File: src/rtl/crm_pkg.sv
package crm_pkg;

    typedef enum logic [1:0] {
        CLK_REF    = 2'b00,
        CLK_OWN    = 2'b01,
        CLK_CHAIN  = 2'b10,
        CLK_SHARED = 2'b11
    } clk_src_e;

    typedef enum logic [1:0] {
        TGT_NONE,
        TGT_SEL_A,
        TGT_SEL_B,
        TGT_LATCH
    } wr_tgt_e;

    localparam logic [3:0] OFS_SEL_A = 4'h2;
    localparam logic [3:0] OFS_SEL_B = 4'h3;
    localparam logic [3:0] OFS_LATCH = 4'h4;

    function automatic wr_tgt_e decode_offset(input logic [3:0] ofs);
        wr_tgt_e t;
        case (ofs)
            OFS_SEL_A: t = TGT_SEL_A;
            OFS_SEL_B: t = TGT_SEL_B;
            OFS_LATCH: t = TGT_LATCH;
            default:   t = TGT_NONE;
        endcase
        return t;
    endfunction

endpackage

File: src/rtl/crm_regs.sv
module crm_regs
    import crm_pkg::*;
#(
    parameter int DATA_W  = 16,
    parameter int SEL_A_W = 7,
    parameter int SEL_B_W = 8
) (
    input  logic               clk,
    input  logic               rst_n,
    input  logic               wr_en,
    input  logic [3:0]         wr_addr,
    input  logic [DATA_W-1:0]  wr_data,
    output logic [SEL_A_W-1:0] sel_a,
    output logic [SEL_B_W-1:0] sel_b,
    output logic [DATA_W-1:0]  latch
);

    wr_tgt_e tgt;

    always_comb begin
        tgt = wr_en ? decode_offset(wr_addr) : TGT_NONE;
    end

    always_ff @(posedge clk or negedge rst_n) begin
        if (!rst_n) begin
            sel_a <= '0;
            sel_b <= '0;
            latch <= '0;
        end else begin
            unique case (tgt)
                TGT_SEL_A: sel_a <= wr_data[SEL_A_W-1:0];
                TGT_SEL_B: sel_b <= wr_data[SEL_B_W-1:0];
                TGT_LATCH: latch <= wr_data;
                TGT_NONE:  ;
            endcase
        end
    end

endmodule

File: src/rtl/crm_sync.sv
module crm_sync #(
    parameter int WIDTH  = 1,
    parameter int STAGES = 2
) (
    input  logic             clk,
    input  logic             rst_n,
    input  logic [WIDTH-1:0] d_async,
    output logic [WIDTH-1:0] q_level
);

    logic [WIDTH-1:0] pipe [STAGES];

    always_ff @(posedge clk or negedge rst_n) begin
        if (!rst_n) begin
            for (int s = 0; s < STAGES; s++) pipe[s] <= '0;
        end else begin
            pipe[0] <= d_async;
            for (int s = 1; s < STAGES; s++) pipe[s] <= pipe[s-1];
        end
    end

    assign q_level = pipe[STAGES-1];

endmodule

File: src/rtl/crm_rise.sv
module crm_rise #(
    parameter int WIDTH = 1
) (
    input  logic             clk,
    input  logic             rst_n,
    input  logic [WIDTH-1:0] level,
    output logic [WIDTH-1:0] rise
);

    logic [WIDTH-1:0] hist;

    always_ff @(posedge clk or negedge rst_n) begin
        if (!rst_n) hist <= '0;
        else        hist <= level;
    end

    assign rise = level & ~hist;

endmodule

File: src/rtl/crm_clk_route.sv
module crm_clk_route
    import crm_pkg::*;
(
    input  logic     clk,
    input  logic     rst_n,
    input  clk_src_e src,
    input  logic     ref_tick,
    input  logic     own_rise,
    input  logic     chain_rise,
    input  logic     shared_rise,
    input  logic     gate_sel,
    input  logic     gate_level,
    output logic     clk_en,
    output logic     gate
);

    logic pick;

    always_comb begin
        unique case (src)
            CLK_REF:    pick = ref_tick;
            CLK_OWN:    pick = own_rise;
            CLK_CHAIN:  pick = chain_rise;
            CLK_SHARED: pick = shared_rise;
        endcase
    end

    always_ff @(posedge clk or negedge rst_n) begin
        if (!rst_n) clk_en <= 1'b0;
        else        clk_en <= pick;
    end

    assign gate = gate_sel ? gate_level : 1'b1;

endmodule

File: src/rtl/crm_out_mux.sv
module crm_out_mux #(
    parameter int DATA_W = 16,
    parameter int N_CTR  = 3
) (
    input  logic [DATA_W-1:0] latch,
    input  logic [N_CTR-1:0]  ctr_lvl,
    input  logic [N_CTR-1:0]  pin_sel,
    output logic [DATA_W-1:0] pin
);

    localparam int MUX_BASE = DATA_W - N_CTR;

    for (genvar i = 0; i < DATA_W; i++) begin : g_pin
        if (i >= MUX_BASE) begin : g_shared
            assign pin[i] = ~(pin_sel[i-MUX_BASE] ? ctr_lvl[i-MUX_BASE] : latch[i]);
        end else begin : g_plain
            assign pin[i] = ~latch[i];
        end
    end

endmodule

File: src/rtl/ctr_route_matrix.sv
module ctr_route_matrix
    import crm_pkg::*;
#(
    parameter int DATA_W     = 16,
    parameter int N_CTR      = 3,
    parameter int EXT_STAGES = 2
) (
    input  logic              clk,
    input  logic              rst_n,
    input  logic              wr_en,
    input  logic [3:0]        wr_addr,
    input  logic [DATA_W-1:0] wr_data,
    input  logic              ref_tick,
    input  logic [N_CTR-1:0]  ext_clk_in,
    input  logic [N_CTR-1:0]  ext_gate_in,
    input  logic              ext_shared_clk,
    input  logic [N_CTR-1:0]  ctr_out,
    output logic [N_CTR-1:0]  ctr_clk_en,
    output logic [N_CTR-1:0]  ctr_gate,
    output logic [N_CTR-1:0]  ctr_irq_pol,
    output logic [DATA_W-1:0] dout_pin
);

    localparam int SEL_A_W = 2 * N_CTR + 1;
    localparam int SEL_B_W = 3 * N_CTR - 1;

    logic [SEL_A_W-1:0] sel_a;
    logic [SEL_B_W-1:0] sel_b;
    logic [DATA_W-1:0]  latch;

    logic [N_CTR:0]     ext_clk_lvl;
    logic [N_CTR:0]     ext_clk_rise;
    logic [N_CTR-1:0]   gate_lvl;
    logic [N_CTR-1:0]   ctr_lvl;
    logic [N_CTR-1:0]   ctr_rise;

    crm_regs #(
        .DATA_W (DATA_W),
        .SEL_A_W(SEL_A_W),
        .SEL_B_W(SEL_B_W)
    ) u_regs (
        .clk    (clk),
        .rst_n  (rst_n),
        .wr_en  (wr_en),
        .wr_addr(wr_addr),
        .wr_data(wr_data),
        .sel_a  (sel_a),
        .sel_b  (sel_b),
        .latch  (latch)
    );

    crm_sync #(.WIDTH(N_CTR + 1), .STAGES(EXT_STAGES)) u_sync_clk (
        .clk    (clk),
        .rst_n  (rst_n),
        .d_async({ext_shared_clk, ext_clk_in}),
        .q_level(ext_clk_lvl)
    );

    crm_rise #(.WIDTH(N_CTR + 1)) u_rise_clk (
        .clk  (clk),
        .rst_n(rst_n),
        .level(ext_clk_lvl),
        .rise (ext_clk_rise)
    );

    crm_sync #(.WIDTH(N_CTR), .STAGES(EXT_STAGES)) u_sync_gate (
        .clk    (clk),
        .rst_n  (rst_n),
        .d_async(ext_gate_in),
        .q_level(gate_lvl)
    );

    crm_sync #(.WIDTH(N_CTR), .STAGES(1)) u_sync_ctr (
        .clk    (clk),
        .rst_n  (rst_n),
        .d_async(ctr_out),
        .q_level(ctr_lvl)
    );

    crm_rise #(.WIDTH(N_CTR)) u_rise_ctr (
        .clk  (clk),
        .rst_n(rst_n),
        .level(ctr_lvl),
        .rise (ctr_rise)
    );

    for (genvar j = 0; j < N_CTR; j++) begin : g_ctr
        localparam int CHAIN_FROM = (j + N_CTR - 1) % N_CTR;
        crm_clk_route u_route (
            .clk        (clk),
            .rst_n      (rst_n),
            .src        (clk_src_e'(sel_a[2*j +: 2])),
            .ref_tick   (ref_tick),
            .own_rise   (ext_clk_rise[j]),
            .chain_rise (ctr_rise[CHAIN_FROM]),
            .shared_rise(ext_clk_rise[N_CTR]),
            .gate_sel   (sel_b[j]),
            .gate_level (gate_lvl[j]),
            .clk_en     (ctr_clk_en[j]),
            .gate       (ctr_gate[j])
        );
    end

    assign ctr_irq_pol = {sel_b[2*N_CTR +: N_CTR-1], sel_a[2*N_CTR]};

    crm_out_mux #(.DATA_W(DATA_W), .N_CTR(N_CTR)) u_out (
        .latch  (latch),
        .ctr_lvl(ctr_lvl),
        .pin_sel(sel_b[N_CTR +: N_CTR]),
        .pin    (dout_pin)
    );

endmodule

File: config.mk
export PLATFORM = sky130hd
export DESIGN_NAME = ctr_route_matrix
export DESIGN_NICKNAME = d
export VERILOG_FILES = /design/src/rtl/crm_pkg.sv /design/src/rtl/crm_regs.sv /design/src/rtl/crm_sync.sv /design/src/rtl/crm_rise.sv /design/src/rtl/crm_clk_route.sv /design/src/rtl/crm_out_mux.sv /design/src/rtl/ctr_route_matrix.sv
export SDC_FILE = /design/constraint.sdc
export NUM_CORES = 1
export LEC_CHECK = 0
export ABC_CLOCK_PERIOD_IN_PS = 1500
export BUFFER_PORTS_ARGS = -buffer_cell sky130_fd_sc_hd__buf_2
export CAP_MARGIN = 20
export CORE_UTILIZATION = 40
export DETAILED_ROUTE_END_ITERATION = 16
export GPL_ROUTABILITY_DRIVEN = 0
export PLACE_DENSITY = 0.63
export SETUP_SLACK_MARGIN = 0.2
export SYNTH_ARGS = -nofsm -noshare
export SYNTH_HDL_FRONTEND = slang
export SYNTH_SLANG_ARGS = --single-unit
File: constraint.sdc
create_clock -name clk -period 1.5 [get_ports clk]
set_input_delay 0.3 -clock clk [delete_from_list [all_inputs] [get_ports clk]]
set_output_delay 0.3 -clock clk [all_outputs]
set_load 0.02 [all_outputs]
# Word level (Yosys, flattened, before mapping)
# Index checks and enable logic that the tools add are counted.
# totals
reg_bits	58
wordCells	62
input_bits	34
output_inout_bits	25
# op_classes
reduce_logical	3
eq_ne	15
bitwise	20
muxes	11
# ops
op	n
equality test 2 bit, second input constant	8
NOT 1 bit	16
one-hot mux 1 bit (4 select lines)	3
equality test 2 x 1 -> 1 bit, second input constant	4
equality test 4 x 2 -> 1 bit, second input constant	2
logical NOT 2 bit	3
2-to-1 mux 1 bit	6
one-hot mux 2 bit (3 select lines)	1
AND 4 bit	1
equality test 4 x 3 -> 1 bit, second input constant	1
NOT 4 bit	1
AND 3 bit	1
NOT 3 bit	1
2-to-1 mux 2 bit	1

# Depth between registers and ports, before layout
# depth
depth_word	4
mapped_depth	5
ltp_nobuf	3

# By module
# A second synthesis with hierarchy kept.
# unflattened
cells_unflattened	131
area_unflattened_um2	2227.1
# modules_own_cells
mod	area_per_inst_um2	n_inst	seq_area_each_um2	cells_each
crm_regs	1237.4	1	775.7	68
crm_sync (u_sync_clk)	230.2	1	200.2	12
crm_sync (u_sync_gate)	172.7	1	150.1	9
crm_clk_route	53.8	3	25.0	3
crm_rise (u_rise_clk)	155.1	1	100.1	8
crm_rise (u_rise_ctr)	116.4	1	75.1	6
crm_out_mux	78.8	1	0.0	16
crm_sync (u_sync_ctr)	75.1	1	75.1	3

# Least setup slack after synthesis
# No wires, ideal clock.
# synth_path
path_type	input to register
from	in wr_addr[3]
to	reg u_regs.sel_b[0]
t_arrival_ns	1.126
path_buffers	1
required_time_ns	1.375
setup_ns	0.125
cell_stages	4
path_slack_ns	0.249
cell_sequence	nor3b_2 > and3_1 > buf_4 > mux2_2
# synth_via
elab_chain_len	4
elab_cells_between_ends	6
classes_between	eq/ne (4); mux (2)
# synth_rtl
item	line_no	text
start, declared	ctr_route_matrix.sv:11	input logic [3:0] wr_addr,
equality test 4 x 3 -> 1 bit or equality test 4 x 2 -> 1 bit (tied branches)	crm_pkg.sv:23	case (ofs)
one-hot mux 2 bit (3 select lines) *	crm_pkg.sv:23	
2-to-1 mux 2 bit *	crm_regs.sv:21	tgt = wr_en ? decode_offset(wr_addr) : TGT_NONE;
equality test 2 bit *	crm_regs.sv:30	unique case (tgt)
end signal, assigned	crm_regs.sv:32	TGT_SEL_B: sel_b <= wr_data[SEL_B_W-1:0];
end, declared	crm_regs.sv:14	output logic [SEL_B_W-1:0] sel_b,
# Mark *: on every way between the ends. The rest lies on a longest branch, timed or not.
# A chain may end at the register's enable or synchronous reset.

# Worst setup path after layout
# layout_path
from	reg u_regs.sel_b[3]
to	out dout_pin[13]
# layout_via
elab_chain_len	2
# layout_rtl
item	line_no	text
2-to-1 mux 1 bit	crm_out_mux.sv:15	assign pin[i] = ~(pin_sel[i-MUX_BASE] ? ctr_lvl[i-MUX_BASE] : latch[i]);
NOT 1 bit	crm_out_mux.sv:15	
end, declared	ctr_route_matrix.sv:21	output logic [DATA_W-1:0] dout_pin
# No other way between the ends.

==> run_results.csv <==
group,metric,value,unit
status,status,"completed",
critical_path,worst_setup_path_start_kind,"register",
layout,final_util,54.0,%
die,dieWidth,76.0,um
layout,fin_cells,281,
detailed_routing,post_drt_wl_per_cell,14.0,um
clock_network,clk_pin_slew,0.06,ns
timing,hold_slack,0.0711,ns
logic_synthesis,synth_ff_type,"dfrtp_1",
logic_synthesis,synth-seq-cells,58,
global_route,grt_overflow_total,0,
die,initial_core_util,42.1,%
power,leakagePower,1.39,nW
die,die_h,76.0,um
hold_path,hold_path_class,"in2reg",
timing,fin_tns_setup,0,ns
timing,post-route-min-period,1.40,ns
timing,rsz0062_at_grt,"yes",
logic_synthesis,netlist-cell-type-count,19,
layout,nNetsFinal,240,
detailed_routing,firstDrtPassIters,4,
die,ioPinCount,59,
run,max_cap_violations,0,
detailed_routing,drtIter0Drc,35,
global_route,grt_use_total,15.2,%
clock_network,clockBufferDepth,2,
global_route,grt_pass1_wl,6470,um
detailed_routing,routed_wl,3930,um
power,power_density,1470,nW/um^2
timing,slew_headroom,71.3,%
logic_synthesis,synth_top_area_share,66.3,%
critical_path,cpMaxStageDelayCell,"dfrtp_1",
detailed_routing,ant_nets,0,
clock_network,htreeDepth,3,
timing,setup_violations,0,
place,dpl.hpwl,2900,um
timing,finalHoldViolCount,0,
critical_path,worstSetupEndpointType,"output port",
critical_path,slowest_delay,0.37,ns
clock_network,cts_buffers,9,
die,core_region_area,5200,sq um
global_route,antenna_found_initial,0,
layout,drive_above_1_share,55.0,%
detailed_routing,drc_errors,0,
logic_synthesis,synth_edf_count,0,
clock_network,clk_latency,0.33,ns
logic_synthesis,synth_nets,174,
clock_network,cts.sinks,58,
die,fp-row-count,26,
place,dpl.cell_count,261,
timing,period_share,93.6,%
critical_path,cp_max_fo,2,
logic_synthesis,async_reset_ff_share,100,%
logic_synthesis,ys_warn_count,0,
die,die-area,5770,sq um
layout,area_growth,28.3,%
logic_synthesis,ys_seq_area_share,66.3,%
critical_path,cp_data_required_time,1.20,ns
logic_synthesis,syn_area_per_cell,15.6,sq um
global_route,grt_pass1_vias,1342,
critical_path,arrival,1.10,ns
power,ir_worst_vdd,0.697,mV
layout,n_antenna_cell,0,
timing,setup_ws,0.0961,ns
clock_network,root_buffer,"clkbuf_8",
critical_path,r2r_slack,0.29,ns
clock_network,cts_tree,"built",
logic_synthesis,syn_inst,140,
critical_path,worstSetupPathType,"reg2out",
place,post-place-ws,0.0213,ns
timing,fmax,0.712,GHz
timing,tightest_slew,0.431,ns
place,numPortBuffers,58,
critical_path,path_cells,"mux2i_1, buf_4",
logic_synthesis,ys_top_cells_by_area,"dfrtp_1 66%, mux2_2 11%, mux2_4 6.9%, buf_4 3.1%, inv_1 2.6%",
detailed_routing,via_count,1262,
detailed_routing,viasPerCell,4.49,
logic_synthesis,synth.cell_area,2190,sq um
timing,fin_skew,0.00701,ns
global_route,grt_start_max_net_pins,24,
timing,slew_viol_final,0,
logic_synthesis,synth_top_area_cell,"dfrtp_1",
## layout by cell type (no fill, tap or decap), drive strengths merged
cell         instances
and3                 1
a221oi               2
nor2                 3
inv                 15
nand3b               1
mux2i                3
clkinv               2
dfrtp               58
clkbuf              14
nand2b               3
mux2                31
a22oi                2
nor2b                5
dlygate4sd3          1
nor3b                1
a21oi                2
buf                 65
and4b                1
mux4                 1
## registers in the layout (all words and copies together) (netlist names)
signal	flops
u_regs.latch	16
u_rise_clk.hist	4
u_rise_ctr.hist	3
u_sync_gate.pipe	3
u_regs.sel_a	7
g_ctr.u_route.clk_en	3
u_sync_clk.pipe	4
u_regs.sel_b	8
u_sync_clk.q_level	4
u_sync_ctr.q_level	3
u_sync_gate.q_level	3
## cells by family (layout without fill, tap and decap cells)
kind of cell,count (synthesis),after routing,synth area share [%]
buffers and inverters,26,97,7.09
flip-flops,58,58,66.3
AO/OA/AOI/OAI,6,6,1.94
AND/OR/NAND/NOR,15,15,4.63
multiplexers,35,35,20.1
## critical path: cells and delay by family (launching register included)
family | cells | cell delay [ns]
mux | 1 | 0.23
flops | 1 | 0.37
buf+inv | 1 | 0.17
## Yosys cell counts, types with 2 or more instances
| library cell | count |
|---|---|
| inv_1 | 15 |
| a221oi_1 | 2 |
| nor2_1 | 3 |
| mux2_2 | 21 |
| nand2b_1 | 3 |
| a21oi_1 | 2 |
| mux2i_1 | 3 |
| mux2_4 | 10 |
| nor2b_1 | 5 |
| dfrtp_1 | 58 |
| a22oi_1 | 2 |
| buf_4 | 9 |
## per-stage QoR
stage / cell area [sq um] / total power [mW]
after floorplan: 2190 / 2.54
after global placement: 2550 / 2.77
after detailed placement: 2550 / 2.81
after CTS: 2750 / 4.14
after global routing: 2810 / 4.36
final: 2810 / 4.13
## power by group
| part | leakage, nW | switching (mW) | internal, mW |
|---|---|---|---|
| registers | 0.696 | 0.155 | 1.82 |
| clock network | 0.0965 | 0.569 | 0.730 |
| logic | 0.598 | 0.421 | 0.441 |
| total | 1.39 | 1.14 | 2.99 |
## cell type report
class	instances	area, sq um
Timing Repair Buffer	66	427
Tap cell	70	87.6
Multi-Input combinational cell	56	606
Clock inverter	2	10.0
Fill cell	440	2390
Inverter	15	56.3
Sequential cell	58	1450
Clock buffer	14	173
## metal layers
layer	wire, um	GRT usage, %
met3	295	7.19
met4	61	6.54
met1	1730	18.4
met5	0	0
met2	1840	23.3
## final timing paths
path / to / cells past startpoint / startpoint
worst min-delay path: u_sync_clk.pipe[7] / 1 / ext_shared_clk
worst min register to register: u_sync_clk.q_level[1] / 0 / u_sync_clk.pipe[5]
min in group asynchronous: u_sync_clk.pipe[6] / 2 / rst_n
worst max register to register: g_ctr[0].u_route.clk_en / 3 / u_sync_ctr.q_level[2]
max in group asynchronous: u_regs.latch[13] / 3 / rst_n
worst max-delay path: dout_pin[13] / 2 / u_regs.sel_b[3]
## what timing repair did
item | in CTS | in global routing
cloned | 0 | 0
gates resized for setup | 0 | 11
setup endpoints to repair | 3 | 6
hold buffers | 1 | 0
buffers inserted | 1 | 2
endpoints found under the hold margin | 15 | 0
(Power assumes the default switching activity.)
